<file path="config.mk">
export PLATFORM = sky130hd
export DESIGN_NAME = bdm_decoder
export DESIGN_NICKNAME = d
export VERILOG_FILES = /design/src/rtl/bdm_pkg.sv /design/src/rtl/bdm_addr_former.sv /design/src/rtl/bdm_region_map.sv /design/src/rtl/bdm_ram.sv /design/src/rtl/bdm_decoder.sv
export SDC_FILE = /design/constraint.sdc
export NUM_CORES = 1
export LEC_CHECK = 0
export BUFFER_PORTS_ARGS = -buffer_cell sky130_fd_sc_hd__buf_2
export CAP_MARGIN = 20
export CORE_MARGIN = 2
export CORE_UTILIZATION = 61
export DETAILED_ROUTE_END_ITERATION = 10
export GPL_ROUTABILITY_DRIVEN = 0
export MAX_ROUTING_LAYER = met4
export PLACE_DENSITY = 0.78
export SYNTH_ARGS = -nofsm -noshare
export SYNTH_HDL_FRONTEND = slang
export SYNTH_SLANG_ARGS = --single-unit
</file>
<file path="constraint.sdc">
create_clock -name clk -period 3.5 [get_ports clk]
set_clock_uncertainty 0.15 [all_clocks]
set_input_delay 0.7 -clock clk [delete_from_list [all_inputs] [get_ports clk]]
set_output_delay 0.7 -clock clk [all_outputs]
set_load 0.1 [all_outputs]
</file>
<file path="src/rtl/bdm_pkg.sv">
package bdm_pkg;
  typedef enum logic [1:0] {
    RGN_SFR  = 2'd0,
    RGN_GPR  = 2'd1,
    RGN_COM  = 2'd2,
    RGN_NONE = 2'd3
  } region_e;
endpackage

</file>
<file path="src/rtl/bdm_addr_former.sv">
module bdm_addr_former #(
  parameter int OFF_W  = 7,
  parameter int BANK_W = 2,
  parameter int PTR_W  = 8,
  localparam int EFF_W = OFF_W + BANK_W
) (
  input  logic [OFF_W-1:0]  dir_addr,
  input  logic [BANK_W-1:0] bank_sel,
  input  logic              ind_bank,
  input  logic [PTR_W-1:0]  fsr,
  output logic [EFF_W-1:0]  eff_addr,
  output logic              self_ref
);
  logic use_ptr;

  // offset zero is the pointer window
  assign use_ptr  = (dir_addr == '0);
  assign eff_addr = use_ptr ? EFF_W'({ind_bank, fsr}) : {bank_sel, dir_addr};
  assign self_ref = use_ptr && (fsr[OFF_W-1:0] == '0);
endmodule

</file>
<file path="src/rtl/bdm_region_map.sv">
module bdm_region_map
  import bdm_pkg::*;
#(
  parameter int OFF_W    = 7,
  parameter int BANK_W   = 2,
  parameter int SFR_END  = 'h1F,
  parameter int GPR_BASE = 'h40,
  parameter int GPR_END  = 'h6F,
  parameter int COM_BASE = 'h70,
  parameter int IDX_W    = 6,
  localparam int EFF_W   = OFF_W + BANK_W
) (
  input  logic [EFF_W-1:0] addr,
  input  logic             self_ref,
  output region_e          region,
  output logic [IDX_W-1:0] idx
);
  localparam logic [OFF_W-1:0] L_SFR_END  = OFF_W'(SFR_END);
  localparam logic [OFF_W-1:0] L_GPR_BASE = OFF_W'(GPR_BASE);
  localparam logic [OFF_W-1:0] L_GPR_END  = OFF_W'(GPR_END);
  localparam logic [OFF_W-1:0] L_COM_BASE = OFF_W'(COM_BASE);
  localparam logic [IDX_W-1:0] L_GPR_CNT  = IDX_W'(GPR_END - GPR_BASE + 1);

  logic [OFF_W-1:0]  off;
  logic [BANK_W-1:0] bank;
  logic [OFF_W-1:0]  gpr_rel;
  logic [OFF_W-1:0]  com_rel;

  assign off     = addr[OFF_W-1:0];
  assign bank    = addr[EFF_W-1:OFF_W];
  assign gpr_rel = off - L_GPR_BASE;
  assign com_rel = off - L_COM_BASE;

  always_comb begin
    region = RGN_NONE;
    idx    = '0;
    if (self_ref) begin
      region = RGN_NONE;
    end else if (off <= L_SFR_END) begin
      region = RGN_SFR;
    end else if (off >= L_COM_BASE) begin
      region = RGN_COM;
      idx    = L_GPR_CNT + IDX_W'(com_rel);
    end else if ((bank == '0) && (off >= L_GPR_BASE) && (off <= L_GPR_END)) begin
      region = RGN_GPR;
      idx    = IDX_W'(gpr_rel);
    end
  end
endmodule

</file>
<file path="src/rtl/bdm_ram.sv">
module bdm_ram #(
  parameter int DEPTH  = 64,
  parameter int DATA_W = 8,
  localparam int IDX_W = $clog2(DEPTH)
) (
  input  logic              clk,
  input  logic              rst_n,
  input  logic              we,
  input  logic [IDX_W-1:0]  waddr,
  input  logic [DATA_W-1:0] wdata,
  input  logic [IDX_W-1:0]  raddr,
  output logic [DATA_W-1:0] rdata
);
  logic [DATA_W-1:0] words [DEPTH];

  for (genvar i = 0; i < DEPTH; i++) begin : g_word
    logic [DATA_W-1:0] q;
    always_ff @(posedge clk) begin
      if (!rst_n)                                q <= '0;
      else if (we && (waddr == IDX_W'(i)))       q <= wdata;
    end
    assign words[i] = q;
  end

  assign rdata = words[raddr];
endmodule

</file>
<file path="src/rtl/bdm_decoder.sv">
module bdm_decoder
  import bdm_pkg::*;
#(
  parameter int OFF_W    = 7,
  parameter int BANK_W   = 2,
  parameter int PTR_W    = 8,
  parameter int DATA_W   = 8,
  parameter int SFR_END  = 'h1F,
  parameter int GPR_BASE = 'h40,
  parameter int GPR_END  = 'h6F,
  parameter int COM_BASE = 'h70,
  localparam int EFF_W   = OFF_W + BANK_W,
  localparam int DEPTH   = (GPR_END - GPR_BASE + 1) + ((1 << OFF_W) - COM_BASE),
  localparam int IDX_W   = $clog2(DEPTH)
) (
  input  logic              clk,
  input  logic              rst_n,
  input  logic              req_valid,
  output logic              req_ready,
  input  logic              req_write,
  input  logic [OFF_W-1:0]  dir_addr,
  input  logic [BANK_W-1:0] bank_sel,
  input  logic              ind_bank,
  input  logic [PTR_W-1:0]  fsr,
  input  logic [DATA_W-1:0] wr_data,
  output logic              rsp_valid,
  input  logic              rsp_ready,
  output logic [1:0]        rsp_region,
  output logic [EFF_W-1:0]  rsp_addr,
  output logic [IDX_W-1:0]  rsp_index,
  output logic [DATA_W-1:0] rsp_data
);
  logic [EFF_W-1:0]  eff_addr;
  logic              self_ref;
  region_e           region;
  logic [IDX_W-1:0]  idx;
  logic              is_ram;
  logic              accept;
  logic              ram_we;
  logic [DATA_W-1:0] ram_q;

  bdm_addr_former #(.OFF_W(OFF_W), .BANK_W(BANK_W), .PTR_W(PTR_W)) u_form (
    .dir_addr(dir_addr), .bank_sel(bank_sel), .ind_bank(ind_bank), .fsr(fsr),
    .eff_addr(eff_addr), .self_ref(self_ref)
  );

  bdm_region_map #(
    .OFF_W(OFF_W), .BANK_W(BANK_W), .SFR_END(SFR_END), .GPR_BASE(GPR_BASE),
    .GPR_END(GPR_END), .COM_BASE(COM_BASE), .IDX_W(IDX_W)
  ) u_map (
    .addr(eff_addr), .self_ref(self_ref), .region(region), .idx(idx)
  );

  bdm_ram #(.DEPTH(DEPTH), .DATA_W(DATA_W)) u_ram (
    .clk(clk), .rst_n(rst_n), .we(ram_we), .waddr(idx), .wdata(wr_data),
    .raddr(idx), .rdata(ram_q)
  );

  assign is_ram    = (region == RGN_GPR) || (region == RGN_COM);
  assign req_ready = !rsp_valid || rsp_ready;
  assign accept    = req_valid && req_ready;
  assign ram_we    = accept && req_write && is_ram;

  always_ff @(posedge clk) begin
    if (!rst_n) begin
      rsp_valid  <= 1'b0;
      rsp_region <= RGN_NONE;
      rsp_addr   <= '0;
      rsp_index  <= '0;
      rsp_data   <= '0;
    end else if (accept) begin
      rsp_valid  <= 1'b1;
      rsp_region <= region;
      rsp_addr   <= eff_addr;
      rsp_index  <= idx;
      rsp_data   <= (!req_write && is_ram) ? ram_q : '0;
    end else if (rsp_ready) begin
      rsp_valid  <= 1'b0;
    end
  end
endmodule

</file>
== Word-level counts from Yosys, hierarchy flattened ==
Index checks and enable logic that the tools add are counted.

* Register bits after elaboration: 538
* Input bits: 31
* Output and inout bits: 27
* Logic and storage cells: 238

* Add/sub/neg operators: 3
* $lt $le $gt $ge: 5
* Equality and inequality tests: 65
* Multiplexer cells: 15
* Bitwise logic cells: 1
* Reduce and logical (&&, ||, !) cells: 80

{| class="wikitable"
|+ Operators by type and width
! cell !! count
|-
| $eq A6 B6 Y1 const B || 32
|-
| $eq A6 B5 Y1 const B || 16
|-
| $logic_and A1 B1 Y1 || 71
|-
| $bmux W8 S6 || 1
|-
| $eq A6 B4 Y1 const B || 8
|-
| $eq A6 B3 Y1 const B || 4
|-
| $mux W6 || 4
|-
| $mux W8 || 3
|-
| $ge A7 B7 Y1 const B || 3
|-
| $logic_not A7 Y1 || 2
|-
| $eq A6 B2 Y1 const B || 2
|-
| $mux W9 || 1
|-
| $mux W2 || 4
|-
| $le A7 B5 Y1 const B || 1
|-
| $le A7 B7 Y1 const B || 1
|-
| $not A6 Y7 || 1
|-
| $add A6 B6 Y6 const A || 1
|-
| $eq A6 B1 Y1 const B || 1
|-
| $logic_not A6 Y1 || 1
|-
| $sub A6 B1 Y6 const B || 1
|-
| $sub A6 B6 Y6 const B || 1
|-
| $eq A2 B1 Y1 const B || 1
|-
| $eq A2 B2 Y1 const B || 1
|-
| $logic_not A1 Y1 || 2
|-
| 4 further kinds || 6
|}

== Longest topological paths before layout ==
* Word-level depth: 14
* Mapped depth: 13

== Hierarchy ==
From an unflattened synthesis, not the netlist that was laid out.

* Cell total of the unflattened synthesis: 2647
* Area total of the unflattened synthesis: 25529.5 µm²

{| class="wikitable"
|+ Modules (own cells, without submodules)
! module !! times used !! cells an instance !! area an instance (µm²) !! sequential area each (µm²)
|-
| bdm_ram || 1 || 2495 || 24192.0 || 10249.8
|-
| bdm_decoder || 1 || 122 || 1097.3 || 520.5
|-
| bdm_addr_former || 1 || 14 || 135.1 || 0.0
|-
| bdm_region_map || 1 || 16 || 105.1 || 0.0
|}

== Worst setup path after synthesis ==
No wires, ideal clock.

* Path type: register -> register
* Start point: register rsp_valid
* End point: register u_ram.g_word[54].q[4]
* Setup time: 76 ps
* Data arrival time: 3235 ps
* Data required time: 3274 ps
* Slack: 39 ps
* Stages on the path, launching flop included: 10
* Path buffers: 2
* Cell sequence: dfxtp_1 -> nand2b_1 -> and2_1 -> clkbuf_1 -> nand2_1 -> nor2_2 -> nand2_1 -> clkbuf_1 -> o21ai_0 -> a21boi_0

* Longest elaborated chain between the ends: 6

{| class="wikitable"
|+ Ends and longest elaborated chain
! item !! line !! RTL
|-
| start: declaration || bdm_decoder.sv:26 || <nowiki>output logic rsp_valid,</nowiki>
|-
| start signal: assignment || bdm_decoder.sv:66 || <nowiki>rsp_valid <= 1'b0;</nowiki>
|-
| start signal: assignment || bdm_decoder.sv:72 || <nowiki>rsp_valid <= 1'b1;</nowiki>
|-
| start signal: assignment || bdm_decoder.sv:78 || <nowiki>rsp_valid <= 1'b0;</nowiki>
|-
| $logic_not A1 Y1 || bdm_decoder.sv:60 || <nowiki>assign req_ready = !rsp_valid || rsp_ready;</nowiki>
|-
| $logic_or A1 B1 Y1 || bdm_decoder.sv:60 ||
|-
| via req_ready || bdm_decoder.sv:19 || <nowiki>output logic req_ready,</nowiki>
|-
| $logic_and A1 B1 Y1 || bdm_decoder.sv:61 || <nowiki>assign accept = req_valid && req_ready;</nowiki>
|-
| $logic_and A1 B1 Y1 (2 in a row) || bdm_decoder.sv:62 || <nowiki>assign ram_we = accept && req_write && is_ram;</nowiki>
|-
| $logic_and A1 B1 Y1 || bdm_ram.sv:20 || <nowiki>else if (we && (waddr == IDX_W'(i))) q <= wdata;</nowiki>
|-
| end signal: assignment || bdm_ram.sv:20 ||
|-
| end: declaration || bdm_ram.sv:17 || <nowiki>logic [DATA_W-1:0] q;</nowiki>
|}

The timed path passes the listed nets, and every way through them passes these cells.
A chain may end at the register's enable or synchronous reset.

== Worst setup path after layout ==
* Start point: input port dir_addr[5]
* End point: register rsp_data[1]

* Longest elaborated chain between the ends: 14

{| class="wikitable"
|+ Ends and longest elaborated chain
! item !! line !! RTL
|-
| start: declaration || bdm_decoder.sv:21 || <nowiki>input logic [OFF_W-1:0] dir_addr,</nowiki>
|-
| branches (longest 13 deep; another with $sub A6 B6 Y6) || - ||
|-
| $mux W8 (*) || bdm_decoder.sv:76 || <nowiki>rsp_data <= (!req_write && is_ram) ? ram_q : '0;</nowiki>
|-
| end signal: assignment || bdm_decoder.sv:76 ||
|-
| end: declaration || bdm_decoder.sv:31 || <nowiki>output logic [DATA_W-1:0] rsp_data</nowiki>
|}

Mark *: on every way between the ends. The select of a mux whose other input is x is not followed.

==> reports/metrics.yaml <==
status: "finished, final reports clean"
portBuffers: 57
fmaxAchievable_ghz: 0.293
use_met2_pct: 62.6
clockBufferDepth: 3
synth_area_sq_um: 24800
grt_pass1_wl_microns: 131000
yosysTopAreaCellShare_pct: 43.4
async_reset_ff_share_pct: 0
grt_overflow_total: 0
wl_per_cell_microns: 22.9
drt_pass1_iterations: 10
cts.sink_count: 538
core_sq_um: 39900
crit_arrival_ns: 3.77
clockPowerShare_pct: 45.5
synth-compound-area-share_pct: 25.6
grt_use_met3_pct: 8.76
ant_nets: 0
p_sw_share_pct: 24.2
yosysUniqueCellTypes: 55
pin_count: 58
cap_violations: 0
fp.dieW_microns: 206
worstPathBufferInverterCount: 4
grt_pass1_vias: 23900
grt.met1_usage_pct: 48.3
synthFlopType: "dfxtp_1"
netlist_top_cells_area: "dfxtp_1, a21boi_0, nand2_1"
htree_levels: 2
routed_wl_microns: 85200
ys_ff_latch: 538
ir_drop_uv: 349
synthSimpleGateAreaFrac_pct: 19.8
syn_inst: 2964
drive_above_1_share_pct: 18.2
slowest_delay_ns: 0.44
cts_buffers: 53
holdBufCountCts: 0
dp.cells: 3624
setup_violations: 0
synth_area_per_cell_sq_um: 8.38
p_int_mw: 10.2
hold_path_class: "input pin to register"
total_power_mw: 13.5
drcViolationCount: 0
power.leakage_nw: 10.8
antenna_found_initial: 0
timing.final.crit_share_pct: 97.4
cts.clk_slew.worst_paths_ns: 0.07
rsz0062_at_grt: "false"
die_y_microns: 206
top_usage_layer: "met2"
crit_family: "compound AO/OA/AOI/OAI gates"
hpwl_microns: 56100
synth_xor_area_share_pct: 0
synthAdderAreaFrac_pct: 0
area_delta_synth_final_pct: 19.7
slew_violations: 0
crit_path_frequent_cell: "buf_4"
power.share.sequential_pct: 45.5
max-slew-margin-rel_pct: 30.8
track_usage_pct: 40.6
min_period_ns: 3.41
final_cells: 3723
p_sw_mw: 3.27
fin_setup_tns_ns: 0
synth.net_count: 2995
hold_viol: 0
via_per_inst: 6.69
layout_commonest_cell: "dfxtp_1"
worst_pin_slew_ns: 1.04
path_class: "input pin to register"
yosysWarnings: 0
critPathMaxFanout: 19
layout_common_cells: "dfxtp_1, nand2_1, a21boi_0"
muxShareOfSynthArea_pct: 6.09
startpoint_type: "input pin"
crit_required_ns: 3.86
synth_edf_count: 0
cpMaxStageDelayCell: "o21ai_0"
worstPathCellList: "buf_2 > nor4_4 > buf_4 > a211oi_1 > a211oi_1 > buf_4 > or4_2 > buf_4 > o22ai_1 > o21ai_0 > nand4_1 > a22o_1 > o41ai_2"
synth_top_family_by_area: "compound AO/OA/AOI/OAI gates"
root_buffer: "clkbuf_16"
cellPowerDensity_nw_per_um2: 454
dieArea_sq_um: 42300
yosysSeqAreaShare_pct: 43.4
end_kind: "register"
vias: 24900
initial_core_util_pct: 62.2
diodes: 0
combPwrFrac_pct: 8.9
nets: 3185
yosysTopAreaCell: "dfxtp_1"
cts_tree: "built"
drt-initial-drc-count: 3431
grt_max_degree: 147
worstSkewPairLatency_ns: 0.61
row_count: 73
==> repair_timing <==
item | in CTS | in global routing
hold endpoints to repair | 0 | 0
setup buffers | 0 | 0
resized for setup | 0 | 1
setup endpoints to repair | 0 | 1
==> synth_stat cells (all sizes together), types with 2 or more instances <==
cell / number
dfxtp: 538
nand2: 522
a21boi: 434
nand3: 351
o22ai: 196
clkbuf: 168
o21ai: 161
mux2i: 133
buf: 118
nor2b: 86
a21oi: 76
nor2: 43
a22oi: 17
mux2: 16
nand4: 14
nor3: 12
o41ai: 11
o211a: 8
o21a: 8
a31oi: 7
a22o: 5
o21ba: 5
a31o: 4
or3: 4
a211oi: 3
and2: 3
nor4: 3
and3: 2
inv: 2
nand4b: 2
or2: 2
or4: 2
==> final cells by class <==
cell class                 count  area, sq um
tap                          525          657
clock inverter                17          239
clock buffer                  82         1640
inverter                       2         7.51
timing repair buffer         421         3590
sequential                   538        10800
fill                        2788        10200
multi-input combinational   2138        12800
==> tightest hold or removal path, delay by kind of cell <==
family | cells | cell delay, ns
AO/OA/AOI/OAI | 1 | 0.06
buffers and inverters | 2 | 0.16
==> layer usage <==
layer	share of wire, %	wire (microns)
met1	37	31200
met3	11	9730
met5	0	0
met4	7.3	6210
met2	45	38100
==> cell families after synthesis <==
kind of cell,after synthesis
flops,538
simple gates,1048
compound gates,941
mux,149
buf+inv,288
==> power groups by stage <==
stage	sequential, mW	clock, mW	combinational [mW]
floorplan	6.37	0	0.570
global placement	6.28	0	1.13
detailed placement	6.28	0	1.15
CTS	6.15	6.15	1.15
global route	6.14	6.40	1.23
finish	6.15	6.15	1.20
==> path summary, 6_finish.rpt <==
| kind | slack (ns) | from | end | cells past startpoint |
|---|---|---|---|---|
| max | 0.09 | dir_addr[5] | rsp_data[1] | 13 |
| min | 0.20 | req_valid | rsp_valid | 3 |
| max reg2reg | 1.18 | rsp_valid | u_ram.g_word[53].q[1] | 10 |
| min reg2reg | 0.31 | u_ram.g_word[39].q[7] | u_ram.g_word[39].q[7] | 2 |
==> sequential cells by signal, summed over array words and instances, names as in the netlist <==
register	count
rsp_data	8
rsp_index	6
u_ram.g_word.q	512
rsp_valid	1
rsp_region	2
rsp_addr	9
==> metrics by stage <==
stage	setup slack, ns	util [%]	instance area [sq um]	hold slack (ns)
after floorplan	0.0390	-	24800	0.280
after global placement	-0.344	69.8	27900	0.287
after detailed placement	-0.373	69.8	27900	0.292
after CTS	0.234	74.5	29700	0.195
after global routing	0.0260	74.5	29700	0.222
final	0.0911	74.5	29700	0.203
(Power assumes the default switching activity.)
